### src/rtl/instr_class_decoder.sv
module instr_class_decoder #(
  parameter int IW = 8,
  localparam int PW = IW - 2,
  localparam int NC = 5
) (
  input  logic          clk,
  input  logic          rst_n,
  input  logic          load,
  input  logic [IW-1:0] instr_in,
  output logic [NC-1:0] class_oh,
  output logic [NC-1:0] class_led,
  output logic [PW-1:0] mov_arg,
  output logic          setab_sel,
  output logic [PW-2:0] setab_val,
  output logic [PW-1:0] goto_ctl,
  output logic [PW-3:0] alu_fn
);
  logic [IW-1:0] ir;
  logic          vld;

  always_ff @(posedge clk or negedge rst_n)
    if (!rst_n) begin
      ir  <= '0;
      vld <= 1'b0;
    end else if (load) begin
      ir  <= instr_in;
      vld <= 1'b1;
    end

  logic [1:0] pre;
  logic [1:0] sub;
  assign pre = ir[IW-1:IW-2];
  assign sub = ir[IW-3:IW-4];

  logic is_mov, is_set, is_alu, is_goto, is_nop;
  assign is_mov  = vld && pre == 2'b00;
  assign is_set  = vld && pre == 2'b01;
  assign is_goto = vld && pre == 2'b11;
  assign is_alu  = vld && pre == 2'b10 && sub == 2'b00;
  assign is_nop  = vld && pre == 2'b10 && sub != 2'b00;

  assign class_oh  = {is_nop, is_goto, is_alu, is_set, is_mov};
  assign class_led = class_oh;

  assign mov_arg   = is_mov  ? ir[PW-1:0] : '0;
  assign setab_sel = is_set  & ir[PW-1];
  assign setab_val = is_set  ? ir[PW-2:0] : '0;
  assign goto_ctl  = is_goto ? ir[PW-1:0] : '0;
  assign alu_fn    = is_alu  ? ir[PW-3:0] : '0;
endmodule


### config.mk
export PLATFORM = sky130hd
export DESIGN_NAME = instr_class_decoder
export DESIGN_NICKNAME = d
export VERILOG_FILES = /design/src/rtl/instr_class_decoder.sv
export SDC_FILE = /design/constraint.sdc
export NUM_CORES = 1
export LEC_CHECK = 0
export ABC_AREA = 1
export CELL_PAD_IN_SITES_DETAIL_PLACEMENT = 0
export CELL_PAD_IN_SITES_GLOBAL_PLACEMENT = 1
export CORE_MARGIN = 10
export CORE_UTILIZATION = 23
export CTS_BUF_LIST = sky130_fd_sc_hd__clkbuf_4 sky130_fd_sc_hd__clkbuf_8
export DETAILED_ROUTE_END_ITERATION = 6
export GPL_TIMING_DRIVEN = 0
export PLACE_DENSITY_LB_ADDON = 0.08
export SLEW_MARGIN = 10
export SYNTH_ARGS = -nofsm -noshare
export SYNTH_HDL_FRONTEND = slang
export SYNTH_SLANG_ARGS = --single-unit
### constraint.sdc
create_clock -name clk -period 1.7 [get_ports clk]
set_input_delay 0.34 -clock clk [delete_from_list [all_inputs] [get_ports clk]]
set_output_delay 0.34 -clock clk [all_outputs]
set_load 0.005 [all_outputs]
Word level (Yosys, flattened, before mapping)
Cells that the tools add are included.
Cells by class
  reductions and logical operators: 9
  equality and inequality tests: 3
  bitwise operators: 1
  mux-type cells: 4
Operators by type and width (count)
  $mux W6: 2
  $logic_and A1 B1 Y1: 6
  $mux W5: 1
  $eq A2 B2 Y1 const B: 2
  $logic_not A2 Y1: 2
  $mux W4: 1
  $eq A2 B1 Y1 const B: 1
  $reduce_bool A2 Y1: 1
  $and A1 B1 Y1: 1
Storage, ports and cells
  bits of input ports: 11
  output and inout bits: 32
  bits in registers: 9

Longest topological paths before layout
Gate-level depths: netlist (run 1).
  depth in word-level cells: 4
  mapped depth: 5
  mapped depth without buffers: 4

Worst setup path after synthesis (run 1)
Ideal clock, no wire load.
  path kind: reg2out
  from: reg ir[6]
  to: out class_led[0]
  buffers on the path: 1
  cell stages (with the launch flop): 5
  setup slack: 0.524 ns
  arrival time: 0.836 ns
  required time: 1.360 ns
  cell sequence: dfrtp_1 inv_1 nand3_1 inv_1 buf_4
On the way
  cells in the longest elaborated chain, start to end: 2
Ends and longest elaborated chain
  start, declared: RTL line 18  | logic [IW-1:0] ir;
  start signal, assigned: RTL line 26  | ir <= instr_in;
  $logic_not A2 Y1: RTL line 36  | assign is_mov = vld && pre == 2'b00;
  $logic_and A1 B1 Y1: RTL line 36
  end, declared: RTL line 11  | output logic [NC-1:0] class_led,
Every way passes these cells.

Worst setup path in the final report (run 1)
  from: reg ir[7]
  to: out class_oh[0]
On the way
  cells in the longest elaborated chain, start to end: 2
Ends and longest elaborated chain
  $logic_not A2 Y1: RTL line 36
  $logic_and A1 B1 Y1: RTL line 36
  end, declared: RTL line 10  | output logic [NC-1:0] class_oh,
Every way passes these cells.

==> results of run 1 <==
==> stage by stage <==
stage                     cell area [um2]  worst slack (ps)  std cells
after detailed placement             1010              -122        149
after global placement               1010              -112        149
after global routing                 1220             -91.5        167
after CTS                            1180             -50.0        169
after floorplan                       552               524         79
final                                1220             -20.2        167
==> power by group <==
| group | leakage [nW] | internal [W] | switching [W] |
|---|---|---|---|
| combinational | 0.517 | 0.000171 | 0.000132 |
| sequential | 0.104 | 0.000231 | 0.0000110 |
| clock | 0.0177 | 0.0000865 | 0.0000740 |
| total | 0.639 | 0.000489 | 0.000217 |
==> critical path, delay by kind of cell (launching register included) <==
kind          cells  cell delay [ps]
simple gates      1              110
buf+inv           6              580
flops             1              420
==> cell families (layout without fill, tap and decap cells) <==
family,count (synthesis),in the layout,share of synthesized area [%]
AO/OA/AOI/OAI,8,8,7.26
buffers and inverters,23,83,23.1
flip-flops,9,9,40.8
AND/OR/NAND/NOR,39,39,28.8
==> synthesized netlist by cell type <==
cell,n
nor3_1,1
nand3_1,3
nand2_1,9
buf_4,11
nor2_2,1
o21ai_0,8
dfrtp_1,9
nand2_2,1
inv_1,12
nor2_1,23
or2_2,1
==> layout make-up <==
cell class | count | area (um2) | area share [%]
timing repair buffer | 56 | 510 | 41.7
multi-input combinational | 47 | 273 | 22.3
sequential | 9 | 228 | 18.6
buffer | 11 | 97.6 | 7.98
inverter | 12 | 52.6 | 4.29
tap | 28 | 35.0 | 2.86
clock buffer | 3 | 22.5 | 1.84
clock inverter | 1 | 5.00 | 0.409
==> timing repair <==
| item | in CTS | in global routing |
|---|---|---|
| endpoints found under the setup margin | 32 | 26 |
| pin swaps | 7 | 8 |
| gates resized for setup | 71 | 48 |
| setup buffers | 16 | 1 |
==> metal layers <==
layer	global-route usage, %	vias up	wire length (um)
met3	3.06	4	194
met5	0	-	0
li1	-	351	-
met4	5.42	0	30
met1	9.25	300	873
met2	13.8	31	990
==> sequential cells by signal, indices dropped and copies added, names as in the netlist <==
register,count
ir,8
vld,1
==> worst paths after layout <==
check / endpoint / cells past startpoint / slack [ps] / from
setup reg to reg: vld$_DFFE_PN0P_ / 2 / 710 / vld$_DFFE_PN0P_
min in group clk: ir[3]$_DFFE_PN0P_ / 2 / 580 / ir[3]$_DFFE_PN0P_
setup / recovery: class_oh[0] / 7 / -20 / ir[7]$_DFFE_PN0P_
max in group asynchronous: vld$_DFFE_PN0P_ / 1 / 1030 / rst_n
hold / removal: ir[7]$_DFFE_PN0P_ / 1 / 370 / rst_n
hold reg to reg: ir[3]$_DFFE_PN0P_ / 2 / 580 / ir[3]$_DFFE_PN0P_
==> results.sh, run 1 <==
export IMPL_ant_nets=0
export IMPL_layout_commonest_cell="buf_6"
export IMPL_grt_pass1_wl_um=3090
export IMPL_die_h_um=69.0
export IMPL_cts_tree="yes"
export IMPL_ir_drop_mv=0.425
export IMPL_crit_path_cell_trace="inv_2 -> buf_6 -> nand3_4 -> buf_6 -> inv_4 -> buf_6 -> buf_6"
export IMPL_die_area_um2=4760
export IMPL_port_buffers=42
export IMPL_drive_gt1_share_pct=48.9
export IMPL_violations="negative setup slack"
export IMPL_finalWirelength_um=2090
export IMPL_min_period_ps=1720
export IMPL_hpwl_um=1550
export IMPL_yosysUniqueCellTypes=11
export IMPL_synthesis_nets=90
export IMPL_yosysTopAreaCell="dfrtp_1"
export IMPL_synth_top_cell_area_share_pct=40.8
export IMPL_crit_type="flop to output pin"
export IMPL_drtIter0Drc=14
export IMPL_cp_start_kind="flop"
export IMPL_drv_cap=0
export IMPL_cts_htree_levels=1
export IMPL_fin_ws_ps=-20.2
export IMPL_grt_overflow_total=0
export IMPL_tns_ps=-45.0
export IMPL_skew_ps=0
export IMPL_outcome="finished, violations left"
export IMPL_synth_seq_cells=9
export IMPL_die_w_um=69.0
export IMPL_grt_antenna_before_repair=0
export IMPL_gp_congestion=0.721
export IMPL_diodes=0
export IMPL_grt_max_degree=11
export IMPL_crit_arrival_ps=1380
export IMPL_dr_total_vias=686
export IMPL_yosysWarnings=0
export IMPL_holdWs_ps=369
export IMPL_fill_cells=241
export IMPL_clk_pin_slew_ps=70
export IMPL_cp_max_fo=7
export IMPL_setup_violations=3
export IMPL_crit_path_max_incr_delay_ps=420
export IMPL_critical_path_endpoint_type="output pin"
export IMPL_grt_pass1_vias=659
export IMPL_p_per_area_nw_per_um2=577
export IMPL_post_route_util_pct=54.3
export IMPL_start_util_pct=24.5
export IMPL_syn_to_final_growth_pct=122
export IMPL_root_buffer="clkbuf_4"
export IMPL_wire_per_inst_um=12.5
export IMPL_slew_viol_final=0
export IMPL_final_cell_mix="buf_6, nor2_1, buf_4, clkdlybuf4s50_1, dlygate4sd2_1"
export IMPL_rows=17
export IMPL_worst_path_most_repeated_cell="buf_6"
export IMPL_cts_num_sinks=9
export IMPL_tightest_slew_ps=401
export IMPL_drc=0
export IMPL_hold_viol_final=0
export IMPL_rsz0062_at_grt="yes"
export IMPL_p_leak_nw=0.639
export IMPL_slew_headroom_pct=73.2
export IMPL_holdCritPathClass="input port to asynchronous set/reset pin"
export IMPL_first_pass_iters=4
export IMPL_syn_inst=79
export IMPL_worst_ep_required_time_ps=1360
export IMPL_postSynthAreaPerCell_um2=6.98
export IMPL_cts_buffers=3
export IMPL_ios=43
export IMPL_ys_seq_area_share_pct=40.8
export IMPL_fin_nets=151
export IMPL_core_area_um2=2250
export IMPL_fmax_mhz=581
export IMPL_synth_area_leaders="dfrtp_1, nor2_1, buf_4"
export IMPL_power_w=0.000706
export IMPL_viasPerCell=4.11
export IMPL_cts_hold_buffers=0
export IMPL_synth_area_um2=552
export IMPL_period_share_pct=101
export IMPL_insertion_delay_ps=260
export IMPL_grt_usage_pct=8.53
export IMPL_crit_path_top_delay_cell="dfrtp_1"
export IMPL_cts_max_path_buffers=2
Note: power is estimated with default switching activity, not from simulation.
==> run 2: changes to the inputs <==
- REMOVE_ABC_BUFFERS: unset -> 1
==> results.sh, run 2 (synthesis gave the netlist of run 1 again) <==
export IMPL_worst_ep_required_time_ps=1360
export IMPL_grt_overflow_total=0
export IMPL_diodes=0
export IMPL_drc=0
export IMPL_cp_start_kind="flop"
export IMPL_cts_num_sinks=9
export IMPL_core_area_um2=2250
export IMPL_post_route_util_pct=51.2
export IMPL_die_w_um=69.0
export IMPL_die_area_um2=4760
export IMPL_slew_viol_final=0
export IMPL_hold_viol_final=0
export IMPL_cts_tree="yes"
export IMPL_power_w=0.000676
export IMPL_ant_nets=0
export IMPL_p_leak_nw=0.724
export IMPL_root_buffer="clkbuf_4"
export IMPL_crit_arrival_ps=1430
export IMPL_die_h_um=69.0
export IMPL_fmax_mhz=565
export IMPL_drv_cap=0
export IMPL_cts_hold_buffers=0
export IMPL_first_pass_iters=4
export IMPL_holdCritPathClass="input port to asynchronous set/reset pin"
export IMPL_grt_max_degree=18
export IMPL_regMostFlops="ir"
export IMPL_fin_nets=146
export IMPL_min_period_ps=1770
export IMPL_cts_buffers=3
export IMPL_crit_type="flop to output pin"
export IMPL_wire_per_inst_um=13.8
export IMPL_finalWirelength_um=2240
export IMPL_viasPerCell=4.04
export IMPL_port_buffers=42
export IMPL_final_cell_mix="buf_2, nor2_2, buf_6, nor2_1, clkdlybuf4s50_1"
export IMPL_grt_pass1_wl_um=3180
export IMPL_gp_congestion=0.685
export IMPL_period_share_pct=104
export IMPL_fin_ws_ps=-68.4
export IMPL_ir_drop_mv=0.340
export IMPL_fill_cells=231
export IMPL_grt_pass1_vias=649
export IMPL_drive_gt1_share_pct=53.0
export IMPL_violations="negative setup slack"
export IMPL_pre_cts_slack_ps=-87.4
export IMPL_outcome="finished, violations left"
export IMPL_ios=43
export IMPL_grt_antenna_before_repair=0
export IMPL_start_util_pct=24.5
export IMPL_insertion_delay_ps=250
export IMPL_cts_htree_levels=1
export IMPL_slew_headroom_pct=67.7
export IMPL_setup_violations=5
export IMPL_layout_commonest_cell="buf_2"
export IMPL_cp_max_fo=6
export IMPL_top_regs="ir x8, vld x1"
export IMPL_grt_usage_pct=8.89
export IMPL_dr_total_vias=654
export IMPL_syn_to_final_growth_pct=109
export IMPL_rows=17
export IMPL_largest_reg_flops=8
export IMPL_tightest_slew_ps=482
export IMPL_drtIter0Drc=26
export IMPL_skew_ps=0
export IMPL_hpwl_um=1510
export IMPL_rsz0062_at_grt="yes"
export IMPL_cts_max_path_buffers=2
export IMPL_critical_path_endpoint_type="output pin"
export IMPL_p_per_area_nw_per_um2=585
export IMPL_clk_pin_slew_ps=70
## run 2: repair_timing
item / CTS / global route
hold endpoints to repair: 0 / 0
setup endpoints to repair: 32 / 28
gates resized for setup: 72 / 56
pin swaps: 2 / 6
buffers inserted: 11 / 10
## run 2: area by class of cell
cell class | count | area, um2 | share of cell area, %
clock buffers | 3 | 22.5 | 1.95
well taps | 28 | 35.0 | 3.03
multi-input cells | 47 | 279 | 24.2
clock inverters | 1 | 5.00 | 0.433
repair buffers | 62 | 537 | 46.5
flip-flops and latches | 9 | 229 | 19.8
inverters | 12 | 47.5 | 4.12
## run 2: worst paths after layout
| path | cells past startpoint | slack, ps | start | end |
|---|---|---|---|---|
| max in group asynchronous | 1 | 1010 | rst_n | ir[7]$_DFFE_PN0P_ |
| max | 7 | -70 | vld$_DFFE_PN0P_ | setab_val[0] |
| min in group clk | 2 | 570 | ir[0]$_DFFE_PN0P_ | ir[0]$_DFFE_PN0P_ |
| min reg2reg | 2 | 570 | ir[0]$_DFFE_PN0P_ | ir[0]$_DFFE_PN0P_ |
| max reg2reg | 3 | 610 | vld$_DFFE_PN0P_ | vld$_DFFE_PN0P_ |
| min | 1 | 380 | rst_n | ir[2]$_DFFE_PN0P_ |
## run 2: critical path, cell delays in order, from the launching register on
cell	delay, ps
dfrtp_2	410
buf_6	120
buf_6	90
nand3_4	100
buf_6	140
buf_6	100
nor2_1	80
buf_2	120
## run 2: routing by layer
metal | vias to the layer above | wire length (um) | part of all wire, % | GRT usage, %
li1 | 338 | - | - | -
met1 | 283 | 976 | 44 | 10.9
met2 | 31 | 1000 | 45 | 14.3
met3 | 2 | 247 | 11 | 2.90
met4 | 0 | 10 | 0.45 | 2.96
met5 | - | 0 | 0 | 0
## run 2: power by group
part / leakage, nW / switching (W) / internal, W
registers: 0.103 / 0.0000129 / 0.000232
clock network: 0.0177 / 0.0000760 / 0.0000867
logic: 0.603 / 0.000125 / 0.000143
## run 2: stage by stage
| stage | std cells | hold WS, ps | setup TNS [ps] | cell area [um2] |
|---|---|---|---|---|
| 2_1_floorplan | 68 | 44.4 | 0 | 469 |
| 3_3_place_gp | 138 | 537 | -1350 | 925 |
| 6_report | 162 | 377 | -172 | 1150 |
| 5_1_grt | 162 | 393 | -949 | 1150 |
| 4_1_cts | 153 | 384 | -2090 | 1010 |
| 3_5_place_dp | 138 | 532 | -1250 | 925 |
